<file path="src/rtl/regwr_guard_pkg.sv">
package regwr_guard_pkg;

  typedef enum logic [2:0] {
    GRP_NONE    = 3'd0,
    GRP_CHAN    = 3'd1,
    GRP_IRQEN   = 3'd2,
    GRP_SETUP   = 3'd3,
    GRP_RUNTIME = 3'd4
  } grp_e;

  localparam int unsigned GRP_NUM = 4;
  // lock-vector index -> key bit position: channel, irq-enable, setup, runtime
  localparam int unsigned GRP_BITPOS [GRP_NUM] = '{1, 2, 3, 5};
  localparam int unsigned IDX_CHAN    = 0;
  localparam int unsigned IDX_IRQEN   = 1;
  localparam int unsigned IDX_SETUP   = 2;
  localparam int unsigned IDX_RUNTIME = 3;

  typedef struct packed {
    logic ldKeyA;
    logic ldKeyB;
    logic ldChan;
    logic ldBank;
    logic rdKeyA;
    logic rdKeyB;
    logic rdChan;
    logic rdBank;
  } guard_strb_t;

endpackage

</file>
<file path="src/rtl/regwr_guard_regs.sv">
module regwr_guard_regs
  import regwr_guard_pkg::*;
#(
  parameter int unsigned DATA_W   = 8,
  parameter int unsigned NUM_CH   = 8,
  parameter logic [DATA_W-1:0] KEY_RST  = 8'h0E,
  parameter logic [NUM_CH-1:0] CHAN_RST = 8'h0F
) (
  input  logic                clk,
  input  logic                rstN,
  input  guard_strb_t         strb,
  input  logic [DATA_W-1:0]   wrData,
  output logic [GRP_NUM-1:0]  grpLock,
  output logic [NUM_CH-1:0]   chanLock,
  output logic                bankSel,
  output logic [DATA_W-1:0]   rdData
);

  function automatic logic [DATA_W-1:0] keyMaskF();
    logic [DATA_W-1:0] m;
    m = '0;
    for (int i = 0; i < GRP_NUM; i++) m[GRP_BITPOS[i]] = 1'b1;
    return m;
  endfunction

  function automatic logic [NUM_CH-1:0] chanKeepF();
    logic [NUM_CH-1:0] m;
    m = '0;
    for (int i = 0; i < NUM_CH && i < 4; i++) m[i] = 1'b1;
    return m;
  endfunction

  localparam logic [DATA_W-1:0] KEY_MASK     = keyMaskF();
  localparam logic [DATA_W-1:0] RUNTIME_BIT  = DATA_W'(1) << GRP_BITPOS[IDX_RUNTIME];
  localparam logic [DATA_W-1:0] KEY_RST_EFF  = KEY_RST & KEY_MASK & ~RUNTIME_BIT;
  localparam logic [NUM_CH-1:0] CHAN_RST_EFF = CHAN_RST & chanKeepF();

  logic [DATA_W-1:0] keyA;
  logic [DATA_W-1:0] keyB;

  always_ff @(posedge clk or negedge rstN) begin
    if (!rstN) begin
      keyA     <= KEY_RST_EFF;
      keyB     <= KEY_RST_EFF;
      chanLock <= CHAN_RST_EFF;
      bankSel  <= 1'b0;
    end else begin
      if (strb.ldKeyA) keyA     <= wrData & KEY_MASK;
      if (strb.ldKeyB) keyB     <= wrData & KEY_MASK;
      if (strb.ldChan) chanLock <= wrData[NUM_CH-1:0];
      if (strb.ldBank) bankSel  <= wrData[0];
    end
  end

  for (genvar g = 0; g < GRP_NUM; g++) begin : g_lock
    assign grpLock[g] = keyA[GRP_BITPOS[g]] & keyB[GRP_BITPOS[g]];
  end

  always_comb begin
    rdData = '0;
    if (strb.rdKeyA) rdData = keyA;
    if (strb.rdKeyB) rdData = keyB;
    if (strb.rdChan) rdData = DATA_W'(chanLock);
    if (strb.rdBank) rdData = DATA_W'(bankSel);
  end

endmodule

</file>
<file path="src/rtl/regwr_guard_ctrl.sv">
module regwr_guard_ctrl
  import regwr_guard_pkg::*;
#(
  parameter int unsigned ADDR_W = 8,
  parameter int unsigned NUM_CH = 8,
  parameter int unsigned CH_W   = $clog2(NUM_CH),
  parameter logic [ADDR_W-1:0] KEYA_ADDR = 8'hC4,
  parameter logic [ADDR_W-1:0] KEYB_ADDR = 8'hC5,
  parameter logic [ADDR_W-1:0] CHAN_ADDR = 8'hC6,
  parameter logic [ADDR_W-1:0] BANK_ADDR = 8'hC0
) (
  input  logic                clk,
  input  logic                rstN,
  input  logic                wrEn,
  input  logic [ADDR_W-1:0]   wrAddr,
  input  logic [ADDR_W-1:0]   rdAddr,
  input  grp_e                tgtGroup,
  input  logic [CH_W-1:0]     tgtChan,
  input  logic [GRP_NUM-1:0]  grpLock,
  input  logic [NUM_CH-1:0]   chanLock,
  output guard_strb_t         strb,
  output logic                wrAllow,
  output logic                protViol
);

  logic ctrlHit;
  logic tgtLocked;
  logic blocked;

  assign ctrlHit = (wrAddr == KEYA_ADDR) || (wrAddr == KEYB_ADDR) ||
                   (wrAddr == CHAN_ADDR) || (wrAddr == BANK_ADDR);

  always_comb begin
    strb        = '0;
    strb.ldKeyA = wrEn && (wrAddr == KEYA_ADDR);
    strb.ldKeyB = wrEn && (wrAddr == KEYB_ADDR);
    strb.ldChan = wrEn && (wrAddr == CHAN_ADDR);
    strb.ldBank = wrEn && (wrAddr == BANK_ADDR);
    strb.rdKeyA = (rdAddr == KEYA_ADDR);
    strb.rdKeyB = (rdAddr == KEYB_ADDR);
    strb.rdChan = (rdAddr == CHAN_ADDR);
    strb.rdBank = (rdAddr == BANK_ADDR);
  end

  always_comb begin
    case (tgtGroup)
      GRP_CHAN:    tgtLocked = grpLock[IDX_CHAN] & chanLock[tgtChan];
      GRP_IRQEN:   tgtLocked = grpLock[IDX_IRQEN];
      GRP_SETUP:   tgtLocked = grpLock[IDX_SETUP];
      GRP_RUNTIME: tgtLocked = grpLock[IDX_RUNTIME];
      default:     tgtLocked = 1'b0;
    endcase
  end

  assign blocked = wrEn && !ctrlHit && tgtLocked;
  assign wrAllow = wrEn && !ctrlHit && !tgtLocked;

  always_ff @(posedge clk or negedge rstN) begin
    if (!rstN) protViol <= 1'b0;
    else       protViol <= blocked;
  end

endmodule

</file>
<file path="src/rtl/regwr_guard.sv">
module regwr_guard
  import regwr_guard_pkg::*;
#(
  parameter int unsigned ADDR_W = 8,
  parameter int unsigned DATA_W = 8,
  parameter int unsigned NUM_CH = 8,
  parameter int unsigned CH_W   = $clog2(NUM_CH),
  parameter logic [ADDR_W-1:0] KEYA_ADDR = 8'hC4,
  parameter logic [ADDR_W-1:0] KEYB_ADDR = 8'hC5,
  parameter logic [ADDR_W-1:0] CHAN_ADDR = 8'hC6,
  parameter logic [ADDR_W-1:0] BANK_ADDR = 8'hC0,
  parameter logic [DATA_W-1:0] KEY_RST   = 8'h0E,
  parameter logic [NUM_CH-1:0] CHAN_RST  = 8'h0F
) (
  input  logic              clk,
  input  logic              rstN,
  input  logic              wrEn,
  input  logic [ADDR_W-1:0] wrAddr,
  input  logic [DATA_W-1:0] wrData,
  input  logic [2:0]        tgtGroup,
  input  logic [CH_W-1:0]   tgtChan,
  input  logic [ADDR_W-1:0] rdAddr,
  output logic [DATA_W-1:0] rdData,
  output logic              wrAllow,
  output logic              protViol,
  output logic              bankSel
);

  guard_strb_t        strb;
  logic [GRP_NUM-1:0] grpLock;
  logic [NUM_CH-1:0]  chanLock;

  regwr_guard_ctrl #(
    .ADDR_W(ADDR_W), .NUM_CH(NUM_CH), .CH_W(CH_W),
    .KEYA_ADDR(KEYA_ADDR), .KEYB_ADDR(KEYB_ADDR),
    .CHAN_ADDR(CHAN_ADDR), .BANK_ADDR(BANK_ADDR)
  ) u_ctrl (
    .clk(clk), .rstN(rstN), .wrEn(wrEn), .wrAddr(wrAddr), .rdAddr(rdAddr),
    .tgtGroup(grp_e'(tgtGroup)), .tgtChan(tgtChan),
    .grpLock(grpLock), .chanLock(chanLock),
    .strb(strb), .wrAllow(wrAllow), .protViol(protViol)
  );

  regwr_guard_regs #(
    .DATA_W(DATA_W), .NUM_CH(NUM_CH), .KEY_RST(KEY_RST), .CHAN_RST(CHAN_RST)
  ) u_regs (
    .clk(clk), .rstN(rstN), .strb(strb), .wrData(wrData),
    .grpLock(grpLock), .chanLock(chanLock), .bankSel(bankSel), .rdData(rdData)
  );

endmodule

</file>
<file path="config.mk">
export PLATFORM = sky130hd
export DESIGN_NAME = regwr_guard
export DESIGN_NICKNAME = d
export VERILOG_FILES = /design/src/rtl/regwr_guard_pkg.sv /design/src/rtl/regwr_guard_regs.sv /design/src/rtl/regwr_guard_ctrl.sv /design/src/rtl/regwr_guard.sv
export SDC_FILE = /design/constraint.sdc
export NUM_CORES = 1
export LEC_CHECK = 0
export BUFFER_PORTS_ARGS = -buffer_cell sky130_fd_sc_hd__buf_4
export CAP_MARGIN = 20
export CORE_ASPECT_RATIO = 0.7
export CORE_MARGIN = 10
export CORE_UTILIZATION = 40
export DETAILED_ROUTE_END_ITERATION = 6
export GPL_TIMING_DRIVEN = 0
export PLACE_DENSITY = 0.77
export SLEW_MARGIN = 10
export SYNTH_ARGS = -nofsm -noshare
export SYNTH_HDL_FRONTEND = slang
export SYNTH_SLANG_ARGS = --single-unit
</file>
<file path="constraint.sdc">
create_clock -name clk -period 3.5 [get_ports clk]
set_input_delay 0.175 -clock clk [delete_from_list [all_inputs] [get_ports clk]]
set_output_delay 0.175 -clock clk [all_outputs]
set_load 0.05 [all_outputs]
</file>
==> results of run 1 <==
[worst min path at each step]
stage,cells after the start,slack (ns),start,end
6_report,2,0.15,wrData[7],u_regs.chanLock[7]
5_1_grt,2,0.14,wrData[7],u_regs.chanLock[7]
4_1_cts,2,0.15,wrData[7],u_regs.chanLock[7]
3_5_place_dp,1,0.05,rstN,u_regs.bankSel
3_3_place_gp,1,0.05,rstN,u_regs.bankSel
2_1_floorplan,0,-0.12,rstN,u_ctrl.protViol
[cell families after synthesis]
| kind of cell | Yosys count | synth area share, % |
|---|---|---|
| AOI/OAI and AO/OA | 11 | 7.45 |
| adders and majority gates | 1 | 0.946 |
| buffers and inverters | 5 | 1.77 |
| DFF | 18 | 43.7 |
| muxes | 20 | 21.0 |
| and+or+nand+nor | 44 | 25.1 |
[critical path: cells and delay by family (launching register included)]
kind	cells	cell delay, ns
compound gates	1	0.16
buf+inv	1	0.19
flops	1	0.53
simple gates	3	0.99
[power by group]
group	leakage, nW	switching [mW]	internal [mW]
Clock	0.0288	0.0684	0.100
Combinational	0.442	0.0326	0.0402
Sequential	0.214	0.00709	0.222
[per-stage QoR]
step	util (%)	std cells	hold slack, ns	setup slack [ns]
4_1_cts	59.0	179	0.146	1.17
2_1_floorplan	-	99	-0.121	0.152
5_1_grt	59.0	179	0.138	1.05
3_5_place_dp	56.4	174	0.0532	1.45
3_3_place_gp	56.4	174	0.0542	1.48
6_report	59.0	179	0.152	1.20
[layout make-up]
class                   count  area, um^2
well taps                  34        42.5
clock buffers               4        55.1
multi-input cells          76         577
fillers                   215        1020
plain buffers               2        7.51
flip-flops and latches     18         463
repair buffers             42         318
inverters                   3        11.3
[routing by layer]
layer	GRT usage [%]	share of wire, %	vias up
met4	2.59	0.78	0
met1	13.4	43	456
met2	16.8	44	42
met3	6.03	12	5
met5	0	0	-
li1	-	-	467
[cell usage after synthesis, drive strengths merged]
| master | n |
|---|---|
| nand3 | 5 |
| nor3 | 5 |
| clkbuf | 2 |
| o21ai | 2 |
| nand4b | 1 |
| and3 | 2 |
| nor4 | 1 |
| a21oi | 2 |
| and2 | 4 |
| a2111oi | 5 |
| mux2 | 18 |
| a31oi | 1 |
| dfrtp | 8 |
| nor4bb | 1 |
| maj3 | 1 |
| nor2b | 2 |
| inv | 3 |
| nand2b | 4 |
| nor4b | 1 |
| or4 | 2 |
| nand3b | 1 |
| mux2i | 2 |
| nand2 | 4 |
| nand4 | 2 |
| nor2 | 7 |
| and2b | 1 |
| o311ai | 1 |
| dfstp | 10 |
| and3b | 1 |
[timing repair]
item | CTS | global route
hold endpoints to repair | 8 | 0
hold buffers | 1 | 0
setup endpoints to repair | 0 | 0
[sequential cells by signal, indices dropped and copies added (netlist names)]
name / cells
u_regs.keyB: 4
u_regs.keyA: 4
u_regs.bankSel: 1
u_regs.chanLock: 8
u_ctrl.protViol: 1
==> results_dict.tcl, run 1 <==
set metrics [dict create \
    syn_to_final_growth_pct 39.2 \
    yosysTopAreaCell "dfstp_2" \
    yosys-top-cells-area "dfstp_2 (25%), mux2_2 (19%), dfrtp_1 (19%)" \
    gr-usage-all-layers_pct 11.1 \
    wl_per_cell_um 16.4 \
    postPlaceCellArea_mm2 0.00141 \
    layout_min_cycle_time_ns 2.30 \
    cts_resized 0 \
    design_area_mm2 0.00147 \
    finalMaxSlewViolations 0 \
    clkTransAtPathRegs_ns 0.06 \
    via_count 970 \
    max-cap-violations 0 \
    die_area_mm2 0.00514 \
    ys_seq_area_share_pct 43.7 \
    clock-sinks 18 \
    drt_iter0_drc 44 \
    synth_cell_type_count 30 \
    cts_tree "built" \
    cpPeakStageDelay_ns 0.53 \
    clock_latency_ns 0.26 \
    htreeDepth 1 \
    r2r-end "u_ctrl.protViol" \
    crit_type "reg2out" \
    grt_max_degree 19 \
    portBuffers 41 \
    antenna_found_initial 0 \
    cp_slowest_cell "dfstp_2" \
    leakage_nw 0.685 \
    grt_first_pass_wirelength_mm 4.52 \
    ff2ff_setup_slack_ns 1.80 \
    required_ns 3.32 \
    viasPerCell 5.42 \
    p_total_mw 0.470 \
    ant_nets 0 \
    ir_drop_mv 0.209 \
    startpoint "u_regs.keyA[1]" \
    worst_clock_skew_ns 0.00800 \
    die_w_um 81.5 \
    crit_fanout 3 \
    core_area_mm2 0.00250 \
    start_util_pct 42.4 \
    std_cell_rows 15 \
    cp_cell_sequence "nor4bb_1, o311ai_0, or4_1, and3b_1, buf_4" \
    syn-num-nets 132 \
    grt_overflow_total 0 \
    setup-violations-final 0 \
    firstDrtPassIters 4 \
    cp.arrival_ns 2.13 \
    tns_ns 0 \
    end_kind "output pin" \
    r2r-start "u_regs.keyA[1]" \
    cts_buffers 3 \
    die_h_um 63.0 \
    nets 179 \
    layout_common_cells "buf_4 (41), mux2_2 (18), dfstp_2 (10)" \
    antenna_cells 0 \
    drc 0 \
    gp_congestion 0.842 \
    fmax_mhz 434 \
    syn_area_per_cell_um2 10.7 \
    status "complete, no violations" \
    grt_pass1_vias 903 \
    dp_hpwl_mm 2.51 \
    finalHoldViolCount 0 \
    drive_above_1_share_pct 52.4 \
    final_common_cell "buf_4" \
    clk_path_buf_depth 2 \
    p_per_area_mw_per_mm2 319 \
    crit_path_end "wrAllow" \
    hp-class "in2reg" \
    rsz0062_at_grt "no" \
    synth_cells 99 \
    cts_setup_buffers 0 \
    ff2ff_path_depth 4 \
    synth_top_area_share_pct 24.8 \
    worstMarginPinSlew_ns 0.582 \
    ys_ff_latch 18 \
    slew_headroom_pct 60.7 \
    syn_area_mm2 0.00106 \
    cp-start-kind "register" \
    io_pins 44 \
    cts_root_buf "clkbuf_8" \
    period_share_pct 65.8 \
    yosys_warnings 0 \
    totalWireLength_mm 2.94 \
]
(Power assumes the default switching activity.)
==> run 2, diff against run 1 <==
ABC_AREA = 1   (was unset)
PLACE_DENSITY = 0.78   (was 0.77)
clock period = 2 ns   (was 3.5 ns; I/O delays follow)
==> run 2 against run 1 <==
Core utilization shrank 2.0 points. Critical endpoint unchanged. Global-route usage shrank 0.32 points. Clock power grew 78%. Power grew 85%. Largest power group unchanged.
==> results_dict.tcl, run 2 <==
set metrics [dict create \
    setup_ws_ns 0.434 \
    hp-class "in2reg" \
    multi_input_area_um2 553 \
    layout_min_cycle_time_ns 1.57 \
    largest_reg_flops 8 \
    cts_buffers 3 \
    status "complete, no violations" \
    grt_overflow_total 0 \
    yosys_warnings 0 \
    p_total_mw 0.870 \
    viasPerCell 4.88 \
    layout_common_cells "buf_4 (43), nand2_1 (40), inv_1 (26)" \
    clock_latency_ns 0.26 \
    crit_fanout 2 \
    period_share_pct 78.3 \
    std_cell_rows 16 \
    async_reset_ff_share_pct 100 \
    totalWireLength_mm 3.02 \
    cp_cell_sequence "nand2_1, nand3_1, nand3b_1, nand2_1, nand3_1, nand3_1, nor2_1, buf_4" \
    hold_buffers 1 \
    hold_depth 3 \
    synth_most_common_cell "nand2_1" \
    antenna_found_initial 0 \
    finalMaxSlewViolations 0 \
    cts_resized 0 \
    grt_first_pass_wirelength_mm 4.93 \
    required_ns 1.90 \
    grt_max_degree 19 \
    r2r-start "u_regs.chanLock[3]" \
    drive_above_1_share_pct 37.1 \
    gr-usage-all-layers_pct 10.8 \
    clk_path_buf_depth 2 \
    ys_ff_latch 18 \
    firstDrtPassIters 4 \
    die_w_um 83.6 \
    dp_hpwl_mm 2.47 \
    cp.arrival_ns 1.47 \
    synth_common_cells "nand2_1 (40), inv_1 (26), nand3_1 (12)" \
    ff2ff_path_depth 8 \
    synth_cell_type_count 23 \
    worst_clock_skew_ns 0.00128 \
    ys_seq_area_share_pct 40.9 \
    setup-violations-final 0 \
    nets 231 \
    wl_per_cell_um 12.9 \
    cpPeakStageDelay_ns 0.54 \
    hold_end "u_regs.chanLock[4]" \
    drc 0 \
    cts_root_buf "clkbuf_8" \
    synth_cells 149 \
    cp_slowest_cell "dfstp_2" \
    yosys-top-cells-area "dfstp_2 (23%), dfrtp_1 (18%), nand2_1 (13%)" \
    yosysTopAreaCell "dfstp_2" \
    clock-sinks 18 \
    use_met2_pct 16.6 \
    final_common_cell "buf_4" \
    die_area_mm2 0.00539 \
    ant_nets 0 \
    syn_area_mm2 0.00113 \
    largestRegisters "u_regs.chanLock: 8 flops, u_regs.keyA: 4 flops, u_regs.keyB: 4 flops" \
    synth_ff_type "dfstp_2" \
    gp_congestion 0.841 \
    ir_drop_mv 0.434 \
    hold_start "wrData[4]" \
    tns_ns 0 \
    end_kind "output pin" \
    synth_edf_count 0 \
    io_pins 44 \
    htreeDepth 1 \
    slew_headroom_pct 69.6 \
    max-cap-violations 0 \
    dp_slack_ns 0.567 \
    p_per_area_mw_per_mm2 556 \
    gr-usage-met1_pct 14.3 \
    antenna_cells 0 \
    leakage_nw 0.813 \
    syn-num-nets 182 \
    cts_setup_buffers 0 \
    cp-start-kind "register" \
    busiest_layer "met2" \
    cpMostUsedCell "nand3_1" \
    clkTransAtPathRegs_ns 0.07 \
    portBuffers 43 \
    syn_area_per_cell_um2 7.60 \
    core_area_mm2 0.00274 \
    register_area_um2 463 \
    die_h_um 64.5 \
    top_register "u_regs.chanLock" \
    r2r-end "u_ctrl.protViol" \
    path_buf_inv 1 \
    syn_to_final_growth_pct 38.2 \
    cts_tree "built" \
    fmax_mhz 639 \
    crit_type "reg2out" \
    worstMarginPinSlew_ns 0.453 \
    via_count 1136 \
    cp_top_family "flip-flops" \
    drt_iter0_drc 37 \
    synth_top_area_share_pct 23.2 \
    rsz0062_at_grt "no" \
    start_util_pct 41.3 \
    ff2ff_setup_slack_ns 0.86 \
    grt_pass1_vias 1096 \
    finalHoldViolCount 0 \
    met3_usage_pct 4.12 \
    fillerInstances 253 \
]
==> run 2: cell types whose count changed after synthesis, sizes merged, moves of 3 or more <==
cell / delta
nand3: +7
nand2b: -4
a2111oi: -5
and2: -4
o211ai: +4
nor2: +3
nand2: +39
nor3: +5
o21a: +5
mux2: -18
inv: +24
o21ai: +11
==> run 2: where the power goes <==
part           internal [mW]  total (mW)  switching [mW]
Clock                  0.175       0.299           0.124
Combinational         0.0730       0.151          0.0784
Sequential             0.401       0.420          0.0186
Total                  0.649       0.870           0.221
==> run 2: layout make-up <==
| type | count | area share (%) |
|---|---|---|
| Inverter | 27 | 6.47 |
| Timing Repair Buffer | 44 | 21.3 |
| Multi-Input combinational cell | 103 | 35.3 |
| Clock buffer | 4 | 3.52 |
| Sequential cell | 18 | 29.6 |
| Tap cell | 36 | 2.88 |
| Buffer | 1 | 0.959 |
==> run 2: layer usage <==
metal  part of all wire [%]  vias to the layer above
met4                   0.56                        0
met2                     43                       37
li1                       -                      576
met3                    6.6                        4
met1                     49                      519
met5                      0                        -
==> run 2: cells by family after synthesis <==
| family | count (synthesis) | synth area share (%) |
|---|---|---|
| buffers and inverters | 28 | 10.3 |
| AO/OA/AOI/OAI | 23 | 12.9 |
| flip-flops | 18 | 40.9 |
| AND/OR/NAND/NOR | 80 | 35.9 |
==> run 2: metrics by stage <==
stage               util [%]  cell area, um^2  hold slack [ns]  cells
floorplan                  -             1130           -0.196    149
detailed placement      54.7             1500          -0.0199    228
CTS                     57.1             1570           0.0403    233
global placement        54.7             1500          -0.0213    228
global route            57.1             1570           0.0441    233
finish                  57.1             1570           0.0391    233
==> run 2: worst min-delay path: stages <==
cell and delay (ns):
buf_4 0.08, nand2_2 0.04, o21ai_2 0.04
==> run 2: how the worst max path moves through the flow <==
stage | from | end | depth (start not counted)
CTS | u_regs.chanLock[3] | wrAllow | 8
floorplan | rdAddr[3] | rdData[0] | 5
global placement | rdAddr[3] | rdData[1] | 7
detailed placement | rdAddr[3] | rdData[2] | 7
global route | u_regs.chanLock[1] | wrAllow | 8
finish | u_regs.chanLock[3] | wrAllow | 8
==> run 3, diff against run 2 <==
PLACE_DENSITY = 0.76   (was 0.78)
clock period = 1.5 ns   (was 2 ns; I/O delays follow)
==> run 3 against run 2 <==
The flow now finishes with violations (setup timing). Core utilization grew 1.5 points. Clock power grew 36%. Hold slack lost 0.024 ns. Final cell count grew 0.86%. First-iteration DRC count grew 110%. Sequential cell count is the same. Worst setup slack lost 0.46 ns. Final area grew 2.6%. Critical path depth is the same. Sequential share of layout area shrank 0.74 points. Clock skew shrank 0.00053 ns. Critical endpoint unchanged. Largest cell class unchanged. Largest power group unchanged.
==> results_dict.tcl, run 3 (synthesis results as in run 2) <==
set metrics [dict create \
    wl_met1_mm 1.40 \
    via_count 1170 \
    ant_nets 0 \
    setup_ws_ns -0.0219 \
    std_cell_rows 16 \
    cts_root_buf "clkbuf_8" \
    die_w_um 83.6 \
    grt_overflow_total 0 \
    worst_clock_skew_ns 0.000754 \
    clk_path_buf_depth 2 \
    start_util_pct 41.3 \
    cp-start-kind "register" \
    cts_buffers 3 \
    startpoint "u_regs.chanLock[3]" \
    p_int_mw 0.868 \
    drive_above_1_share_pct 39.2 \
    dr_wl_met2_mm 1.74 \
    fmax_mhz 657 \
    period_share_pct 101 \
    crit_path_end "wrAllow" \
    p_sw_mw 0.310 \
    violations "setup timing" \
    r2r-start "u_regs.chanLock[3]" \
    totalWireLength_mm 3.40 \
    fillerInstances 255 \
    ff2ff_path_depth 9 \
    viasPerCell 4.98 \
    final_common_cell "buf_4" \
    firstDrtPassIters 4 \
    antenna_cells 0 \
    hold_ws_ns 0.0146 \
    setup-violations-final 1 \
    sw_frac_of_total_pct 26.3 \
    clock-sinks 18 \
    r2r-end "u_ctrl.protViol" \
    finalMaxSlewViolations 0 \
    dp.cells 228 \
    crit_fanout 2 \
    status "finished, violations left" \
    ir_drop_mv 0.483 \
    layout_common_cells "buf_4 (44), nand2_1 (40), inv_1 (26)" \
    antenna_found_initial 0 \
    end_kind "output pin" \
    dp_hpwl_mm 2.74 \
    largest_reg_flops 8 \
    grt_pass1_vias 1206 \
    seq_power_share_pct 47.5 \
    grt_first_pass_wirelength_mm 5.58 \
    die_h_um 64.5 \
    power_frac_clock_pct 34.5 \
    hp-class "in2reg" \
    worstMarginPinSlew_ns 0.345 \
    gp_congestion 0.863 \
    dr.max_layer_used "met4" \
    slew_headroom_pct 76.8 \
    die_area_mm2 0.00539 \
    gr-usage-all-layers_pct 12.3 \
    nets 233 \
    layoutNonFillerInstCount 235 \
    portBuffers 43 \
    cp.arrival_ns 1.45 \
    hold_start "wrData[6]" \
    largestRegisters "u_regs.chanLock: 8 flops, u_regs.keyA: 4 flops, u_regs.keyB: 4 flops" \
    required_ns 1.42 \
    leakage_nw 0.836 \
    clkTransAtPathRegs_ns 0.07 \
    io_pins 44 \
    wl_per_cell_um 14.5 \
    max-cap-violations 0 \
    clock_latency_ns 0.26 \
    multi_input_area_um2 574 \
    grt_max_degree 19 \
    ff2ff_setup_slack_ns 0.27 \
    p_per_area_mw_per_mm2 734 \
    met3_length_um 253 \
    crit_type "reg2out" \
    register_area_um2 463 \
    cts_tree "built" \
    finalHoldViolCount 0 \
    layout_min_cycle_time_ns 1.52 \
    drt_iter0_drc 77 \
    p_comb_share_pct 18.0 \
    drc 0 \
    post-route-util_pct 58.5 \
    rsz0062_at_grt "yes" \
    core_area_mm2 0.00274 \
    top_register "u_regs.chanLock" \
    htreeDepth 1 \
    syn_to_final_growth_pct 41.8 \
]
-- run 3: what timing repair did --
action	in CTS	in global routing
pin swaps	2	2
endpoints found under the hold margin	18	0
resized for setup	3	2
setup endpoints to repair	1	5
buffers inserted	1	1
hold buffers	1	0
-- run 3: worst min path at each step --
stage	endpoint	slack [ns]	cells after the start
floorplan	u_ctrl.protViol	-0.22	0
global route	u_regs.chanLock[4]	0.03	3
finish	u_regs.chanLock[6]	0.01	3
detailed placement	u_regs.chanLock[4]	-0.05	1
global placement	u_regs.chanLock[4]	-0.05	1
CTS	u_regs.chanLock[4]	0.02	3
-- run 3: routing by layer --
metal / track usage [%] / vias up
li1: - / 579
met1: 13.8 / 546
met2: 22.0 / 43
met3: 4.74 / 2
met4: 2.29 / 0
met5: 0 / -
-- run 3: worst max-delay path, stage by stage, from the launching register on --
cell and delay [ns]:
dfstp_2 0.54, nand2_1 0.05, nand3_1 0.07, nand3b_1 0.08, nand2_1 0.10, nand3_2 0.07
nand3_2 0.09, nor2_2 0.05, buf_6 0.15
-- run 3: per-stage QoR --
| step | TNS [ns] | total power [mW] | worst slack, ns | cell area [um^2] |
|---|---|---|---|---|
| floorplan | 0 | 0.654 | 0.0455 | 1130 |
| global placement | 0 | 0.761 | 0.136 | 1500 |
| detailed placement | 0 | 0.772 | 0.0691 | 1500 |
| CTS | -0.0177 | 1.18 | -0.0177 | 1580 |
| global route | -0.0948 | 1.22 | -0.0948 | 1610 |
| finish | -0.0219 | 1.18 | -0.0219 | 1610 |
-- run 3: cell type report --
type / instances / area share (%)
Sequential cell: 18 / 28.8
Clock buffer: 4 / 3.43
Timing Repair Buffer: 46 / 21.9
Inverter: 27 / 6.31
Tap cell: 36 / 2.81
Buffer: 1 / 0.935
Multi-Input combinational cell: 103 / 35.8
-- run 3: power groups by stage --
stage	logic [mW]	clock network (mW)	registers [mW]
floorplan	0.0873	0	0.567
global placement	0.196	0	0.565
detailed placement	0.205	0	0.567
CTS	0.210	0.407	0.559
global route	0.235	0.425	0.564
finish	0.212	0.406	0.560
